==> config.mk <==
export PLATFORM = sky130hd
export DESIGN_NAME = mpa_node
export DESIGN_NICKNAME = d
export VERILOG_FILES = /design/src/rtl/mpa_pkg.sv /design/src/rtl/mpa_rr_pick.sv /design/src/rtl/mpa_tenure.sv /design/src/rtl/mpa_node.sv
export SDC_FILE = /design/constraint.sdc
export NUM_CORES = 1
export LEC_CHECK = 0
export BUFFER_PORTS_ARGS = -buffer_cell sky130_fd_sc_hd__buf_2
export CAP_MARGIN = 15
export CORE_ASPECT_RATIO = 0.5
export CORE_MARGIN = 3
export CORE_UTILIZATION = 40
export DETAILED_ROUTE_END_ITERATION = 8
export GPL_TIMING_DRIVEN = 0
export SYNTH_ARGS = -nofsm -noshare
export SYNTH_HDL_FRONTEND = slang
export SYNTH_HIERARCHICAL = 1
export SYNTH_SLANG_ARGS = --single-unit
==> constraint.sdc <==
create_clock -name clk -period 4.95 [get_ports clk]
set_input_delay 0.2475 -clock clk [delete_from_list [all_inputs] [get_ports clk]]
set_output_delay 0.2475 -clock clk [all_outputs]
set_load 0.1 [all_outputs]
==> src/rtl/mpa_pkg.sv <==
package mpa_pkg;
    typedef enum logic [1:0] {
        ST_FREE = 2'd0,
        ST_PROC = 2'd1,
        ST_HOST = 2'd2
    } own_state_e;
endpackage

==> src/rtl/mpa_rr_pick.sv <==
module mpa_rr_pick #(
    parameter int ID_W = 3
) (
    input  logic [(1<<ID_W)-1:0] req,
    input  logic [ID_W-1:0]      base,
    output logic                 valid,
    output logic [ID_W-1:0]      winner
);
    localparam int N = 1 << ID_W;

    logic [N-1:0] rot;

    // rot[i] is the request of ID base+1+i (mod N)
    for (genvar i = 0; i < N; i++) begin : g_rot
        localparam logic [ID_W-1:0] OFF = ID_W'(i + 1);
        logic [ID_W-1:0] idx;
        assign idx    = base + OFF;
        assign rot[i] = req[idx];
    end

    always_comb begin
        valid  = 1'b0;
        winner = base;
        for (int i = N - 1; i >= 0; i--) begin
            if (rot[i]) begin
                valid  = 1'b1;
                winner = base + ID_W'(i + 1);
            end
        end
    end

    // the chosen ID is always a requester
    always_comb begin
        a_r2_pick_requested: assert (!valid || req[winner]);
    end
endmodule

==> src/rtl/mpa_tenure.sv <==
module mpa_tenure #(
    parameter int CNT_W = 8
) (
    input  logic             clk,
    input  logic             rst_n,
    input  logic             clear,
    input  logic             run,
    input  logic [CNT_W-1:0] limit,
    output logic             reached
);
    localparam logic [CNT_W-1:0] CNT_MAX = {CNT_W{1'b1}};

    logic [CNT_W-1:0] cnt_d, cnt_q;

    always_comb begin
        cnt_d = cnt_q;
        if (clear) begin
            cnt_d = '0;
        end else if (run && cnt_q != CNT_MAX) begin
            cnt_d = cnt_q + 1'b1;
        end
    end

    always_ff @(posedge clk) begin
        if (!rst_n) cnt_q <= '0;
        else        cnt_q <= cnt_d;
    end

    assign reached = (cnt_q >= limit);

    a_r5_count_saturates: assert property (@(posedge clk) disable iff (!rst_n)
        (cnt_q == CNT_MAX && run && !clear) |=> cnt_q == CNT_MAX);

    a_r5_clear_restarts: assert property (@(posedge clk) disable iff (!rst_n)
        clear |=> cnt_q == '0);
endmodule

==> src/rtl/mpa_node.sv <==
module mpa_node
    import mpa_pkg::*;
#(
    parameter int ID_W  = 3,
    parameter int CNT_W = 8
) (
    input  logic                 clk,
    input  logic                 rst_n,
    input  logic [ID_W-1:0]      my_id,
    input  logic [(1<<ID_W)-1:0] req_lines,
    input  logic                 host_req,
    input  logic                 backoff,
    input  logic                 lock_line,
    input  logic                 xact_end,
    input  logic [CNT_W-1:0]     fair_limit,
    output logic                 grant,
    output logic                 proc_owns,
    output logic                 host_owns,
    output logic [ID_W-1:0]      bus_owner,
    output logic                 abort
);
    localparam int N = 1 << ID_W;

    typedef struct packed {
        own_state_e      st;
        logic [ID_W-1:0] owner;
        logic            abort;
    } node_regs_t;

    node_regs_t r_d, r_q;
    logic            new_grant;
    logic            pick_valid;
    logic [ID_W-1:0] pick_id;
    logic            tenure_hit;
    logic            own_req;
    logic            others_req;
    logic [N-1:0]    owner_mask;

    mpa_rr_pick #(.ID_W(ID_W)) u_pick (
        .req    (req_lines),
        .base   (r_q.owner),
        .valid  (pick_valid),
        .winner (pick_id)
    );

    mpa_tenure #(.CNT_W(CNT_W)) u_tenure (
        .clk     (clk),
        .rst_n   (rst_n),
        .clear   (new_grant),
        .run     (r_q.st == ST_PROC),
        .limit   (fair_limit),
        .reached (tenure_hit)
    );

    assign owner_mask = N'(1) << r_q.owner;
    assign own_req    = req_lines[r_q.owner];
    assign others_req = |(req_lines & ~owner_mask);

    always_comb begin
        r_d       = r_q;
        r_d.abort = 1'b0;
        new_grant = 1'b0;
        unique case (r_q.st)
            ST_FREE: begin
                if (host_req) begin
                    r_d.st = ST_HOST;
                end else if (pick_valid) begin
                    r_d.st    = ST_PROC;
                    r_d.owner = pick_id;
                    new_grant = 1'b1;
                end
            end
            ST_PROC: begin
                if (backoff) begin
                    r_d.st    = ST_HOST;
                    r_d.abort = (r_q.owner == my_id);
                end else if (!own_req) begin
                    if (host_req) begin
                        r_d.st = ST_HOST;
                    end else if (pick_valid) begin
                        r_d.owner = pick_id;
                        new_grant = 1'b1;
                    end else begin
                        r_d.st = ST_FREE;
                    end
                end else if (xact_end && !lock_line) begin
                    if (host_req) begin
                        r_d.st = ST_HOST;
                    end else if (tenure_hit && others_req) begin
                        r_d.owner = pick_id;
                        new_grant = 1'b1;
                    end
                end
            end
            ST_HOST: begin
                if (!host_req && !backoff) begin
                    if (pick_valid) begin
                        r_d.st    = ST_PROC;
                        r_d.owner = pick_id;
                        new_grant = 1'b1;
                    end else begin
                        r_d.st = ST_FREE;
                    end
                end
            end
            default: r_d.st = ST_FREE;
        endcase
    end

    always_ff @(posedge clk) begin
        if (!rst_n) begin
            r_q.st    <= ST_FREE;
            r_q.owner <= {ID_W{1'b1}};
            r_q.abort <= 1'b0;
        end else begin
            r_q <= r_d;
        end
    end

    assign proc_owns = (r_q.st == ST_PROC);
    assign host_owns = (r_q.st == ST_HOST);
    assign bus_owner = r_q.owner;
    assign grant     = proc_owns && (r_q.owner == my_id);
    assign abort     = r_q.abort;

    a_r8_backoff_wins: assert property (@(posedge clk) disable iff (!rst_n)
        (r_q.st == ST_PROC && backoff) |=> r_q.st == ST_HOST);

    a_r8_abort_after_proc: assert property (@(posedge clk) disable iff (!rst_n)
        r_q.abort |-> (r_q.st == ST_HOST && $past(r_q.st) == ST_PROC));

    a_r6_lock_holds: assert property (@(posedge clk) disable iff (!rst_n)
        (r_q.st == ST_PROC && lock_line && own_req && !backoff)
        |=> (r_q.st == ST_PROC && $stable(r_q.owner)));

    a_r5_fair_handover: assert property (@(posedge clk) disable iff (!rst_n)
        (r_q.st == ST_PROC && own_req && xact_end && !lock_line && !backoff
         && !host_req && tenure_hit && others_req)
        |=> (r_q.st == ST_PROC && r_q.owner != $past(r_q.owner)));

    a_r9_host_keeps: assert property (@(posedge clk) disable iff (!rst_n)
        (r_q.st == ST_HOST && (host_req || backoff)) |=> r_q.st == ST_HOST);

    a_r10_grant_single: assert property (@(posedge clk) disable iff (!rst_n)
        grant |-> !host_owns);
endmodule

==> metrics.csv <==
metric,value,unit
cts_tree,done,
synth-edff-count,0,
area_delta_synth_final,13.8,%
fin_tns_setup,0,ps
yosysSeqAreaShare,13.0,%
synth.avg_cell_area,8.44,um2
synth-seq-cells,14,
firstDrtPassIters,5,
timing.slew.headroom,65.1,%
maxCapViolCount,0,
start_kind,register,
maxSlewViolCount,0,
dr_wl_met2,2.75,mm
synth_top_cells_by_area,"dfxtp_1, mux4_2, ha_1",
worstSetupPathType,reg -> reg,
yosysTopAreaCell,dfxtp_1,
power_leakage,1.05,nW
cts_made_buffers,3,
start_util,42.6,%
route.detailed.drc,0,
yosys.area.top_type_share,13.0,%
synth-async-reset-ratio,0,%
critPathMaxFanout,10,
synth_nets,296,
critPathArrivalTime,4640,ps
clk_pin_slew,60,ps
period_share,90.2,%
ys_warn_count,6,
portBuffers,31,
whs,305,ps
cts_resized,0,
dieWidth,110,um
status,completed,
ant_nets,0,
synth_commonest_cells,"nand2_1, inv_1, ha_1",
postCtsHoldBufs,0,
post_cts_buffers,0,
max_freq,0.224,GHz
top_layer_used,met4,
synthCells,256,
first_iter_violations,91,
met3_length,174,um
wl_per_cell,15.0,um
multi_input_area,1710,um2
grtUsageTotal,17.9,%
setup_viol_count_final,0,
root_buffer,clkbuf_8,
core,5070,um2
cts_max_level,1,
synth_top_flop_cell,dfxtp_1,
hold_path_class,in -> reg,
wl_met1,2.45,mm
power,1.31,mW
hold_viol,0,
overflow,0,
place.gp.congestion,0.859,
die_h,58.0,um
seqCellArea,280,um2
fill_cells,514,
worst_pin_slew,510,ps
clock_sinks,14,
dp_hpwl,4.24,mm
cp-end-kind,register,
grt_pass1_vias,2058,
num_antenna_cells,0,
yosysMostFrequentCell,nand2_1,
die_area,6370,um2
ir_drop,0.206,mV
min_period,4460,ps
syn_area,2160,um2
grt_max_degree,11,
required,5130,ps
vias_per_cell,5.70,
ys_types,71,
antenna_found_initial,0,
nets,332,
ios,32,
clock_latency,250,ps
cts_buffer_depth,2,
grt_pass1_wl,9.28,mm
rsz0062_at_grt,false,
fin_skew,1.45,ps
rows,18,
powerDensity,531,nW/um2
vias,2057,
routed_wirelength,5.41,mm
drive_gt1_share,25.4,%
==> power breakdown <==
| group | internal [mW] | switching, mW |
|---|---|---|
| sequential | 0.132 | 0.0346 |
| clock | 0.0705 | 0.0447 |
| combinational | 0.420 | 0.605 |
| total | 0.622 | 0.684 |
==> cells by family after synthesis <==
family                     synth area share [%]
muxes                                      19.4
adders and majority gates                  8.69
buffers and inverters                      7.88
DFF                                        13.0
and+or+nand+nor                            23.8
xor gates and xnor gates                   2.84
AOI/OAI and AO/OA                          24.4
==> worst max-delay path, stage by stage (launching register included) <==
cell and delay (ps):
dfxtp_1 530, buf_6 180, buf_2 250, inv_1 170, ha_1 310, clkbuf_2 210, mux4_2 410, nor2b_4 170
a21oi_2 220, nand3_1 110, or4_1 560, nand2b_1 190, nor2_1 50, a22o_1 190, nand2b_1 230, or4b_1 530
o21ai_0 80
==> placed cells by master (no fill, tap or decap), types with 3 or more instances in the layout <==
master     instances
nor2b_1            4
mux2_2             3
mux4_2             9
a21oi_1           13
a22oi_1            4
buf_2             34
buf_4              4
clkbuf_1           3
and4_1             3
mux2i_1           13
o2111ai_1          3
o21a_1             3
nand3_1            5
xor2_1             4
o21ai_0            6
nor3_1             8
nor2_1             7
a31oi_1            3
ha_1              15
nand2_1           28
inv_1             20
dfxtp_1           14
and3_1             4
clkbuf_8           4
xnor2_1            3
buf_6              3
nand2b_1           7
a2111oi_0          5
==> cell type report <==
cell class | count | area share, %
multi-input cells | 208 | 69.6
plain buffers | 14 | 3.87
inverters | 20 | 3.05
repair buffers | 31 | 6.31
clock buffers | 4 | 2.24
flip-flops and latches | 14 | 11.4
well taps | 70 | 3.56
==> per-layer routing <==
| layer | up-vias | GRT usage, % |
|---|---|---|
| li1 | 1052 | - |
| met1 | 966 | 21.6 |
| met2 | 35 | 34.7 |
| met3 | 4 | 2.34 |
| met4 | 0 | 2.31 |
| met5 | - | 0 |
==> final timing paths <==
kind,startpoint,end,slack [ps],cells after the start
worst max-delay path,bus_owner[1]$_SDFFE_PN1P_,u_tenure/cnt_q[4]$_SDFFE_PP0P_,490,16
worst min-delay path,backoff,abort$_SDFF_PN0_,300,2
worst max register to register,bus_owner[1]$_SDFFE_PN1P_,u_tenure/cnt_q[4]$_SDFFE_PP0P_,490,16
worst min register to register,u_tenure/cnt_q[5]$_SDFFE_PP0P_,u_tenure/cnt_q[5]$_SDFFE_PP0P_,510,2
==> through the flow <==
stage / util, % / std cells / setup WS (ps) / instance area, um2
final: 48.5 / 361 / 486 / 2460
after global placement: 47.4 / 357 / 593 / 2400
after CTS: 48.5 / 361 / 479 / 2460
after detailed placement: 47.4 / 357 / 525 / 2400
after floorplan: - / 256 / 807 / 2160
after global routing: 48.5 / 361 / 176 / 2460
==> registers in the layout, summed over array words and instances (netlist names) <==
name,flops
u_tenure/cnt_q,8
bus_owner,3
r_q,2
abort,1
Power figures use the tool's default switching activity.
